[src/rtl/mst_pkg.sv]
package mst_pkg;

    typedef enum logic [1:0] {
        PH_FIXED = 2'd0,
        PH_ZERO  = 2'd1,
        PH_ONE   = 2'd2,
        PH_PRBS  = 2'd3
    } phase_e;

    typedef enum logic [2:0] {
        ST_IDLE  = 3'd0,
        ST_WAIT  = 3'd1,
        ST_WRITE = 3'd2,
        ST_READ  = 3'd3,
        ST_DRAIN = 3'd4,
        ST_DONE  = 3'd5
    } seq_state_e;

    localparam logic [15:0] FIXED_WORD = 16'h0FA5;
    localparam logic [30:0] PRBS_SEED  = 31'h2AC51F3B;

    // One LFSR step: feedback from taps 31 and 28, new bit enters at bit 0.
    function automatic logic [30:0] prbs_step(input logic [30:0] s);
        return {s[29:0], s[30] ^ s[27]};
    endfunction

endpackage

[src/rtl/mst_pattern_gen.sv]
module mst_pattern_gen
    import mst_pkg::*;
#(
    parameter int DW = 32
) (
    input  logic          clk,
    input  logic          rst,
    input  logic          load,
    input  logic          adv,
    input  phase_e        phase,
    output logic [DW-1:0] data
);
    localparam int REPS = DW / 16;

    logic [30:0]   lfsr_q;
    logic [DW-1:0] word_q;
    logic [30:0]   walk;
    logic [DW-1:0] word_n;

    // Produce one full word: DW steps from either the seed or the live state.
    always_comb begin
        walk = load ? PRBS_SEED : lfsr_q;
        for (int i = 0; i < DW; i++) begin
            walk      = prbs_step(walk);
            word_n[i] = walk[0];
        end
    end

    always_ff @(posedge clk) begin
        if (rst) begin
            lfsr_q <= PRBS_SEED;
            word_q <= '0;
        end else if (load || adv) begin
            lfsr_q <= walk;
            word_q <= word_n;
        end
    end

    always_comb begin
        unique case (phase)
            PH_FIXED: data = {REPS{FIXED_WORD}};
            PH_ZERO:  data = '0;
            PH_ONE:   data = '1;
            default:  data = word_q;
        endcase
    end

    AST_LFSR_LIVE: assert property (@(posedge clk) disable iff (rst)
        lfsr_q != '0);

endmodule

[src/rtl/mst_checker.sv]
module mst_checker #(
    parameter int DW    = 32,
    parameter int AW    = 12,
    parameter int ERR_W = 16
) (
    input  logic             clk,
    input  logic             rst,
    input  logic             clear,
    input  logic             arm,
    input  logic             window,
    input  logic [AW-1:0]    lo,
    input  logic [AW-1:0]    hi,
    input  logic             rd_valid,
    input  logic [DW-1:0]    rd_data,
    input  logic [DW-1:0]    exp_data,
    output logic             adv,
    output logic             last,
    output logic [ERR_W-1:0] err_cnt,
    output logic             fail_seen,
    output logic [AW-1:0]    fail_addr,
    output logic [DW-1:0]    fail_data
);
    localparam logic [ERR_W-1:0] ERR_MAX = '1;

    logic [AW-1:0] ptr_q;
    logic          mism;

    assign adv  = rd_valid && window;
    assign last = adv && (ptr_q == hi);
    assign mism = adv && (rd_data != exp_data);

    always_ff @(posedge clk) begin
        if (rst) begin
            ptr_q     <= '0;
            err_cnt   <= '0;
            fail_seen <= 1'b0;
            fail_addr <= '0;
            fail_data <= '0;
        end else begin
            if (arm) begin
                ptr_q <= lo;
            end else if (adv) begin
                ptr_q <= ptr_q + 1'b1;
            end
            if (clear) begin
                err_cnt   <= '0;
                fail_seen <= 1'b0;
                fail_addr <= '0;
                fail_data <= '0;
            end else if (mism) begin
                if (err_cnt != ERR_MAX) begin
                    err_cnt <= err_cnt + 1'b1;
                end
                if (!fail_seen) begin
                    fail_seen <= 1'b1;
                    fail_addr <= ptr_q;
                    fail_data <= rd_data;
                end
            end
        end
    end

    AST_ERR_SATURATE: assert property (@(posedge clk) disable iff (rst)
        (err_cnt == ERR_MAX && !clear) |=> err_cnt == ERR_MAX);

    AST_FIRST_FAIL_HELD: assert property (@(posedge clk) disable iff (rst)
        (fail_seen && !clear) |=> $stable(fail_addr) && $stable(fail_data));

    AST_OUTSIDE_IGNORED: assert property (@(posedge clk) disable iff (rst)
        (!window && !clear) |=> $stable(err_cnt) && $stable(fail_seen));

endmodule

[src/rtl/mst_sequencer.sv]
module mst_sequencer
    import mst_pkg::*;
#(
    parameter int AW      = 12,
    parameter int PWR_CYC = 40000
) (
    input  logic          clk,
    input  logic          rst,
    input  logic          start,
    input  logic          loop_en,
    input  logic          calib_done,
    input  logic          cmd_ready,
    input  logic [AW-1:0] range_lo,
    input  logic [AW-1:0] range_hi,
    input  logic          chk_last,
    output logic          cmd_valid,
    output logic          cmd_write,
    output logic [AW-1:0] cmd_addr,
    output phase_e        phase,
    output logic          busy,
    output logic          done,
    output logic          gen_load,
    output logic          gen_adv,
    output logic          chk_arm,
    output logic          rd_window,
    output logic          clear,
    output logic [AW-1:0] lo_q,
    output logic [AW-1:0] hi_q
);
    localparam int CW = $clog2(PWR_CYC + 1);

    seq_state_e    state_q;
    logic [CW-1:0] pwr_cnt;
    logic          pwr_ok;
    logic          fire;
    logic          at_hi;
    logic          go_test;
    logic          phase_end;
    logic          restart;

    // Power-up interval counted from reset release, then held.
    assign pwr_ok = (pwr_cnt == CW'(PWR_CYC));

    always_ff @(posedge clk) begin
        if (rst) begin
            pwr_cnt <= '0;
        end else if (!pwr_ok) begin
            pwr_cnt <= pwr_cnt + 1'b1;
        end
    end

    assign cmd_valid = (state_q == ST_WRITE) || (state_q == ST_READ);
    assign cmd_write = (state_q == ST_WRITE);
    assign fire      = cmd_valid && cmd_ready;
    assign at_hi     = (cmd_addr == hi_q);
    assign busy      = (state_q != ST_IDLE) && (state_q != ST_DONE);
    assign done      = (state_q == ST_DONE);
    assign rd_window = (state_q == ST_READ) || (state_q == ST_DRAIN);
    assign clear     = start && !busy;
    assign go_test   = (state_q == ST_WAIT) && pwr_ok && calib_done;
    assign phase_end = (state_q == ST_DRAIN) && chk_last;
    assign restart   = phase_end && ((phase != PH_PRBS) || loop_en);
    assign chk_arm   = (state_q == ST_WRITE) && fire && at_hi;
    assign gen_load  = go_test || chk_arm || restart;
    assign gen_adv   = fire;

    always_ff @(posedge clk) begin
        if (rst) begin
            state_q  <= ST_IDLE;
            phase    <= PH_FIXED;
            cmd_addr <= '0;
            lo_q     <= '0;
            hi_q     <= '0;
        end else begin
            unique case (state_q)
                ST_IDLE, ST_DONE: begin
                    if (start) begin
                        lo_q    <= range_lo;
                        hi_q    <= range_hi;
                        phase   <= PH_FIXED;
                        state_q <= ST_WAIT;
                    end
                end
                ST_WAIT: begin
                    if (go_test) begin
                        cmd_addr <= lo_q;
                        state_q  <= ST_WRITE;
                    end
                end
                ST_WRITE: begin
                    if (fire) begin
                        if (at_hi) begin
                            cmd_addr <= lo_q;
                            state_q  <= ST_READ;
                        end else begin
                            cmd_addr <= cmd_addr + 1'b1;
                        end
                    end
                end
                ST_READ: begin
                    if (fire) begin
                        if (at_hi) begin
                            state_q <= ST_DRAIN;
                        end else begin
                            cmd_addr <= cmd_addr + 1'b1;
                        end
                    end
                end
                ST_DRAIN: begin
                    if (phase_end) begin
                        if (restart) begin
                            phase    <= (phase == PH_PRBS) ? PH_FIXED : phase_e'(phase + 2'd1);
                            cmd_addr <= lo_q;
                            state_q  <= ST_WRITE;
                        end else begin
                            state_q <= ST_DONE;
                        end
                    end
                end
                default: state_q <= ST_IDLE;
            endcase
        end
    end

    AST_CAL_GATE: assert property (@(posedge clk) disable iff (rst)
        (state_q == ST_WAIT && !calib_done) |=> !cmd_valid);

    AST_PWR_GATE: assert property (@(posedge clk) disable iff (rst)
        cmd_valid |-> pwr_ok);

    AST_CMD_HELD: assert property (@(posedge clk) disable iff (rst)
        (cmd_valid && !cmd_ready) |=> cmd_valid && $stable(cmd_addr) && $stable(cmd_write));

    AST_BUSY_DONE_EXCL: assert property (@(posedge clk) disable iff (rst)
        !(busy && done));

    AST_START_WHILE_BUSY: assert property (@(posedge clk) disable iff (rst)
        (busy && start) |=> $stable(lo_q) && $stable(hi_q));

endmodule

[src/rtl/mem_selftest_engine.sv]
module mem_selftest_engine
    import mst_pkg::*;
#(
    parameter int DW       = 32,
    parameter int AW       = 12,
    parameter int ERR_W    = 16,
    parameter int CLK_MHZ  = 200,
    parameter int WAIT_US  = 200,
    parameter bit SIM_FAST = 1'b0,
    parameter int FAST_CYC = 16
) (
    input  logic             clk,
    input  logic             rst,
    input  logic             start,
    input  logic             loop_en,
    input  logic [AW-1:0]    range_lo,
    input  logic [AW-1:0]    range_hi,
    input  logic             calib_done,
    output logic             cmd_valid,
    input  logic             cmd_ready,
    output logic             cmd_write,
    output logic [AW-1:0]    cmd_addr,
    output logic [DW-1:0]    cmd_wdata,
    input  logic             rd_valid,
    input  logic [DW-1:0]    rd_data,
    output logic             busy,
    output logic             done,
    output logic             pass,
    output logic [1:0]       phase,
    output logic [ERR_W-1:0] err_count,
    output logic [AW-1:0]    fail_addr,
    output logic [DW-1:0]    fail_data
);
    localparam int PWR_CYC = SIM_FAST ? FAST_CYC : WAIT_US * CLK_MHZ;

    phase_e        phase_w;
    logic          gen_load, gen_adv, chk_arm, rd_window, clear;
    logic          chk_adv, chk_last, fail_seen;
    logic [AW-1:0] lo_q, hi_q;
    logic [DW-1:0] exp_data;

    mst_sequencer #(.AW(AW), .PWR_CYC(PWR_CYC)) u_seq (
        .clk        (clk),
        .rst        (rst),
        .start      (start),
        .loop_en    (loop_en),
        .calib_done (calib_done),
        .cmd_ready  (cmd_ready),
        .range_lo   (range_lo),
        .range_hi   (range_hi),
        .chk_last   (chk_last),
        .cmd_valid  (cmd_valid),
        .cmd_write  (cmd_write),
        .cmd_addr   (cmd_addr),
        .phase      (phase_w),
        .busy       (busy),
        .done       (done),
        .gen_load   (gen_load),
        .gen_adv    (gen_adv),
        .chk_arm    (chk_arm),
        .rd_window  (rd_window),
        .clear      (clear),
        .lo_q       (lo_q),
        .hi_q       (hi_q)
    );

    // Issue-side generator: drives write data.
    mst_pattern_gen #(.DW(DW)) u_gen_issue (
        .clk   (clk),
        .rst   (rst),
        .load  (gen_load),
        .adv   (gen_adv),
        .phase (phase_w),
        .data  (cmd_wdata)
    );

    // Check-side generator: regenerates expected read data in arrival order.
    mst_pattern_gen #(.DW(DW)) u_gen_check (
        .clk   (clk),
        .rst   (rst),
        .load  (chk_arm),
        .adv   (chk_adv),
        .phase (phase_w),
        .data  (exp_data)
    );

    mst_checker #(.DW(DW), .AW(AW), .ERR_W(ERR_W)) u_chk (
        .clk       (clk),
        .rst       (rst),
        .clear     (clear),
        .arm       (chk_arm),
        .window    (rd_window),
        .lo        (lo_q),
        .hi        (hi_q),
        .rd_valid  (rd_valid),
        .rd_data   (rd_data),
        .exp_data  (exp_data),
        .adv       (chk_adv),
        .last      (chk_last),
        .err_cnt   (err_count),
        .fail_seen (fail_seen),
        .fail_addr (fail_addr),
        .fail_data (fail_data)
    );

    assign phase = phase_w;
    assign pass  = done && (err_count == '0);

    AST_PASS_CONSISTENT: assert property (@(posedge clk) disable iff (rst)
        pass |-> !fail_seen);

endmodule

[config.mk]
export PLATFORM = sky130hd
export DESIGN_NAME = mem_selftest_engine
export DESIGN_NICKNAME = d
export VERILOG_FILES = /design/src/rtl/mst_pkg.sv /design/src/rtl/mst_pattern_gen.sv /design/src/rtl/mst_checker.sv /design/src/rtl/mst_sequencer.sv /design/src/rtl/mem_selftest_engine.sv
export SDC_FILE = /design/constraint.sdc
export NUM_CORES = 1
export LEC_CHECK = 0
export ABC_AREA = 1
export BUFFER_PORTS_ARGS = -buffer_cell sky130_fd_sc_hd__buf_4
export CAP_MARGIN = 20
export CORE_ASPECT_RATIO = 1.25
export CORE_UTILIZATION = 52
export DETAILED_ROUTE_END_ITERATION = 16
export PLACE_DENSITY_LB_ADDON = 0.3
export SKIP_CTS_REPAIR_TIMING = 1
export SLEW_MARGIN = 25
export SYNTH_ARGS = -nofsm -noshare
export SYNTH_HDL_FRONTEND = slang
export SYNTH_SLANG_ARGS = --single-unit
[constraint.sdc]
create_clock -name clk -period 2.1 [get_ports clk]
set_clock_uncertainty 0.2 [all_clocks]
set_input_delay 0.105 -clock clk [delete_from_list [all_inputs] [get_ports clk]]
set_output_delay 0.105 -clock clk [all_outputs]
set_load 0.02 [all_outputs]
==> results.yml, run 1 <==
run_status:
  status: "finished with violations"
  failed_checks: "setup timing"
floorplanning:
  initial_core_util_pct: 53.1
  placeableCoreArea_um2: 22300
  die-area_um2: 23300
  rows: 61
  die_w_um: 137
  num_io_pins: 174
  chipHeight_um: 171
timing:
  setup_viol: 97
  max_slew.worst_pin.slew_ns: 0.699
  hold_violations: 0
  max_freq_mhz: 410
  layout_min_cycle_time_ns: 2.44
  layout_setup_ws_ns: -0.342
  rsz0062_at_grt: "yes"
  fin_crit_sh_pct: 116
  maxSlewViolCount: 0
  hold_ws_ns: 0.0405
  maxSlewHeadroom_pct: 53.4
pwr:
  power_mw: 10.4
  power_density_nw_per_um2: 641
  seqPwrFrac_pct: 43.4
  p_leak_nw: 7.40
  comb_power_share_pct: 12.3
  switching_power_mw: 2.63
  intPower_mw: 7.78
  peakVddDrop_mv: 0.688
  p_clk_share_pct: 44.3
  switching_share_pct: 25.3
placed_design:
  dp.cells: 2223
  port_buffers: 173
  dp_hpwl_um: 26000
  gp_congestion: 0.941
grt:
  grt_use_total_pct: 30.0
  grt_remaining_overflow: 0
  grt_pass1_vias: 11412
  grt_pass1_wl_um: 56400
  grt_max_degree: 68
  antenna_found_initial: 0
worst_setup_path:
  endpoint_kind: "flop"
  cp.arrival_ns: 2.68
  path_max_fanout: 24
  start_kind: "flop"
  crit_required_ns: 2.34
  crit_type: "flop to flop"
yosys:
  ys.flop_type: "dfxtp_1"
  yosysSeqAreaShare_pct: 38.6
  syn_avg_cell_area_um2: 6.82
  synth-edff-count: 0
  ys_types: 38
  synth_nets: 1805
  ys_ff_latch: 228
  postSynthCellCount: 1733
  synthArstFlopShare_pct: 0
  synth_area_um2: 11800
  synth-warning-count: 0
finish:
  drive_gt1_share_pct: 22.8
  nFillCells: 1670
  seq_area_um2: 4590
  final_cell_mix: "nand2_1, buf_4, dfxtp_1"
  fin_nets: 2117
  antennaDiodeCount: 0
  stdcell_count: 2346
  syn2layout_area_growth_pct: 37.4
  multi_input_area_um2: 6460
  final_common_cell: "nand2_1"
cts:
  h-tree-depth: 1
  root_buffer: "clkbuf_16"
  cts.sinks: 228
  cts.reportedPaths.clkPinSlew_ns: 0.06
  clk_latency_ns: 0.52
  cts_max_path_buffers: 3
  numCtsBuffers: 24
  cts_tree: "yes"
route:
  ant_nets: 0
  vias: 12865
  viasPerCell: 5.48
  drt_iter0_markers: 972
  drc: 0
  firstDrtPassIters: 7
  routed_wl_um: 38300
  drt-wirelength-per-cell_um: 16.3
min_path:
  hp-class: "input pin to flop"
run:
  cap_violations: 0
## routing by layer
metal | wire length (um) | global-route usage (%) | share of wire (%)
met5 | 0 | 0 | 0
met4 | 1260 | 11.6 | 3.3
met3 | 2640 | 4.15 | 6.9
met2 | 18800 | 51.4 | 49
met1 | 15700 | 38.0 | 41
## path summary, 6_finish.rpt
path | from | end | slack [ns] | cells past startpoint
setup / recovery | u_seq.phase[0]$_SDFFE_PP0P_ | u_chk.fail_data[2]$_SDFFE_PP0P_ | -0.34 | 15
hold / removal | rd_valid | u_gen_check.lfsr_q[27]$_SDFFE_PP1P_ | 0.04 | 4
setup reg to reg | u_seq.phase[0]$_SDFFE_PP0P_ | u_chk.fail_data[2]$_SDFFE_PP0P_ | -0.34 | 15
hold reg to reg | u_gen_check.word_q[0]$_SDFFE_PP0P_ | u_gen_check.word_q[0]$_SDFFE_PP0P_ | 0.25 | 2
## power groups by stage
stage	combinational, mW	clock [mW]	sequential, mW
3_5_place_dp	1.10	0	4.61
5_1_grt	1.40	4.81	4.53
4_1_cts	1.11	4.64	4.51
3_3_place_gp	1.09	0	4.60
6_report	1.28	4.61	4.52
2_1_floorplan	0.559	0	4.65
## registers in the layout, summed over array words and instances, names as in the netlist, 12 cells and up
signal / flops
u_chk.fail_data: 32
u_chk.ptr_q: 12
u_gen_issue.lfsr_q: 30
u_seq.cmd_addr: 12
u_seq.hi_q: 12
u_gen_issue.word_q: 19
u_seq.lo_q: 12
u_chk.err_cnt: 16
u_gen_check.lfsr_q: 17
u_chk.fail_addr: 12
u_gen_check.word_q: 32
u_seq.pwr_cnt: 16
## worst max-delay path, cell delays in order (launching register included)
cell      delay, ns
dfxtp_4        0.37
inv_2          0.06
ha_4           0.19
nor2_2         0.13
nand2_2        0.08
buf_12         0.16
nand3b_1       0.09
nand2_1        0.06
nor2_1         0.10
nand2_1        0.08
nor2_2         0.14
nand3_4        0.16
nand3_4        0.14
buf_12         0.16
nand2_1        0.07
a21oi_1        0.16
## cell type report
type	instances	area share (%)
multi-input combinational	1248	39.8
clock inverter	11	0.832
timing repair buffer	379	20.6
sequential	228	28.3
timing repair inverter	1	0.0308
clock buffer	33	4.47
inverter	163	3.86
tap	283	2.18
## logic make-up (layout without fill, tap and decap cells)
| kind of cell | after synthesis | after routing | share of synthesized area [%] |
|---|---|---|---|
| adders and majority gates | 9 | 9 | 0.952 |
| xor gates and xnor gates | 101 | 101 | 7.48 |
| DFF | 228 | 228 | 38.6 |
| AOI/OAI and AO/OA | 268 | 268 | 12.0 |
| and+or+nand+nor | 870 | 870 | 32.0 |
| buffers and inverters | 257 | 587 | 8.96 |
## Yosys cell counts (all sizes together) (4+ instances only)
| cell | instances | share of area (%) |
|---|---|---|
| nand2 | 480 | 15 |
| dfxtp | 228 | 39 |
| nor2 | 168 | 5.4 |
| inv | 163 | 5.2 |
| a21oi | 133 | 5.6 |
| o21ai | 103 | 4.4 |
| nand4 | 89 | 4.7 |
| nand3 | 77 | 3.5 |
| xor2 | 69 | 5.1 |
| clkbuf | 49 | 1.6 |
| buf | 45 | 2.2 |
| xnor2 | 32 | 2.4 |
| nand3b | 21 | 1.3 |
| nor3 | 19 | 0.85 |
| o211ai | 13 | 0.83 |
| ha | 9 | 0.95 |
| or2 | 8 | 0.42 |
| a31oi | 7 | 0.37 |
| nor4 | 6 | 0.32 |
| a211oi | 4 | 0.25 |
| o2111ai | 4 | 0.30 |
## stage by stage
stage               area [um^2]  util (%)  setup slack [ns]  TNS (ns)
finish                    16200      72.9            -0.342    -19.79
global placement          14200      63.9            -0.206    -13.55
detailed placement        14200      63.9            -0.307    -19.21
floorplan                 11900         -            -0.111     -6.07
CTS                       15100      67.8            -0.392    -28.44
global route              16200      72.9            -0.518    -39.25
(Power assumes the default switching activity.)
==> inputs of run 2 (changes only) <==
TNS_END_PERCENT = 10   (was unset)
==> results.yml, run 2 (same netlist as run 1, synthesis figures left out) <==
timing:
  hold_violations: 4
  layout_setup_ws_ns: -0.369
  max_slew.worst_pin.slew_ns: 0.698
  tns_ns: -15.36
  rsz0062_at_grt: "yes"
  fin_crit_sh_pct: 118
  layout_min_cycle_time_ns: 2.47
  max_freq_mhz: 405
  hold_ws_ns: -0.0130
  maxSlewHeadroom_pct: 53.4
  setup_viol: 84
  maxSlewViolCount: 0
grt:
  grt_util_met2_pct: 50.7
  grt_use_total_pct: 29.9
  grt_pass1_vias: 11327
  met3_usage_pct: 4.62
  antenna_found_initial: 0
  grt_remaining_overflow: 0
  grt_max_degree: 67
  met1_usage_pct: 36.8
  busiest_layer: "met2"
  grt_pass1_wl_um: 55800
floorplanning:
  num_io_pins: 174
  die-area_um2: 23300
  initial_core_util_pct: 53.1
  rows: 61
  die_w_um: 137
  placeableCoreArea_um2: 22300
  chipHeight_um: 171
finish:
  utilization_pct: 69.8
  antennaDiodeCount: 0
  nFillCells: 1846
  stdcell_count: 2308
  seq_area_um2: 4580
  final_cell_mix: "nand2_1, buf_4, dfxtp_1"
  fin_nets: 2084
  multi_input_area_um2: 6330
  syn2layout_area_growth_pct: 31.6
  design_area_um2: 15600
  drive_gt1_share_pct: 18.9
  final_common_cell: "nand2_1"
  top_regs: "u_chk.fail_data (32), u_gen_check.word_q (32), u_gen_issue.lfsr_q (30)"
route:
  viasPerCell: 5.49
  firstDrtPassIters: 8
  drc: 0
  drt_iter0_markers: 911
  ant_nets: 0
  routed_wl_um: 37000
  vias: 12662
  drt-wirelength-per-cell_um: 16.0
placed_design:
  dp.cells: 2210
  gp_congestion: 0.926
  post_dp_cell_area_um2: 14100
  port_buffers: 173
  dp_hpwl_um: 25700
  place_ws_ns: -0.311
cts:
  cts_max_path_buffers: 3
  h-tree-depth: 1
  cts.reportedPaths.clkPinSlew_ns: 0.06
  cts_tree: "yes"
  cts.sinks: 228
  clk_latency_ns: 0.51
  root_buffer: "clkbuf_16"
  numCtsBuffers: 23
worst_setup_path:
  crit_required_ns: 2.31
  start_kind: "flop"
  r2r_slack_ns: -0.37
  crit_type: "flop to flop"
  cp.arrival_ns: 2.68
  endpoint_kind: "flop"
  path_max_fanout: 26
run_status:
  failed_checks: "hold timing, setup timing"
  status: "finished with violations"
pwr:
  power_density_nw_per_um2: 617
  p_leak_nw: 7.08
  power_mw: 9.60
  peakVddDrop_mv: 0.634
run:
  cap_violations: 0
min_path:
  hp-class: "input pin to flop"
-- run 2: changes by cell type in the layout (fill, tap and decap cells not counted), moves of 5 or more --
cell | previous run | this run
nand2_2 | 17 | 4
dfxtp_2 | 13 | 4
nand2_1 | 460 | 475
inv_2 | 14 | 6
buf_6 | 19 | 4
buf_4 | 278 | 268
o21ai_0 | 83 | 92
o21ai_1 | 18 | 9
inv_1 | 146 | 154
clkbuf_16 | 28 | 23
dfxtp_1 | 212 | 222
nor2_1 | 149 | 155
-- run 2: worst paths after layout --
check,from,to,cells past startpoint
max reg2reg,u_seq.phase[0]$_SDFFE_PP0P_,u_chk.fail_data[10]$_SDFFE_PP0P_,13
min,calib_done,u_gen_issue.lfsr_q[2]$_SDFFE_PP0P_,7
max,u_seq.phase[0]$_SDFFE_PP0P_,u_chk.fail_data[10]$_SDFFE_PP0P_,13
min reg2reg,u_chk.fail_data[30]$_SDFFE_PP0P_,u_chk.fail_data[30]$_SDFFE_PP0P_,2
-- run 2: per-layer routing --
layer | vias to the layer above | wire length, um
met2 | 554 | 17700
met1 | 5830 | 15000
met3 | 100 | 2680
met4 | 0 | 1620
li1 | 6178 | -
met5 | - | 0
-- run 2: layout make-up --
type,count,area share (%)
multi-input cells,1248,40.7
clock buffers,33,4.26
inverters,163,4.01
repair buffers,348,19.2
well taps,283,2.28
flip-flops and latches,228,29.4
clock inverters,5,0.177
-- run 2: critical path, cell delays in order (launching register included) --
cell	delay, ns
dfxtp_4	0.38
inv_4	0.05
ha_4	0.18
o21ai_2	0.29
buf_4	0.18
nand3_1	0.06
nand2_1	0.07
nor2_1	0.04
nand2_1	0.06
nor2_2	0.05
nand3_4	0.14
buf_4	0.31
nand4_1	0.12
a21oi_1	0.25
-- run 2: power by group --
part           leakage [nW]  switching (mW)  internal (mW)
registers              1.85          0.0860           4.43
logic                  4.89           0.678          0.541
clock network         0.341            1.68           2.18
total                  7.08            2.45           7.15
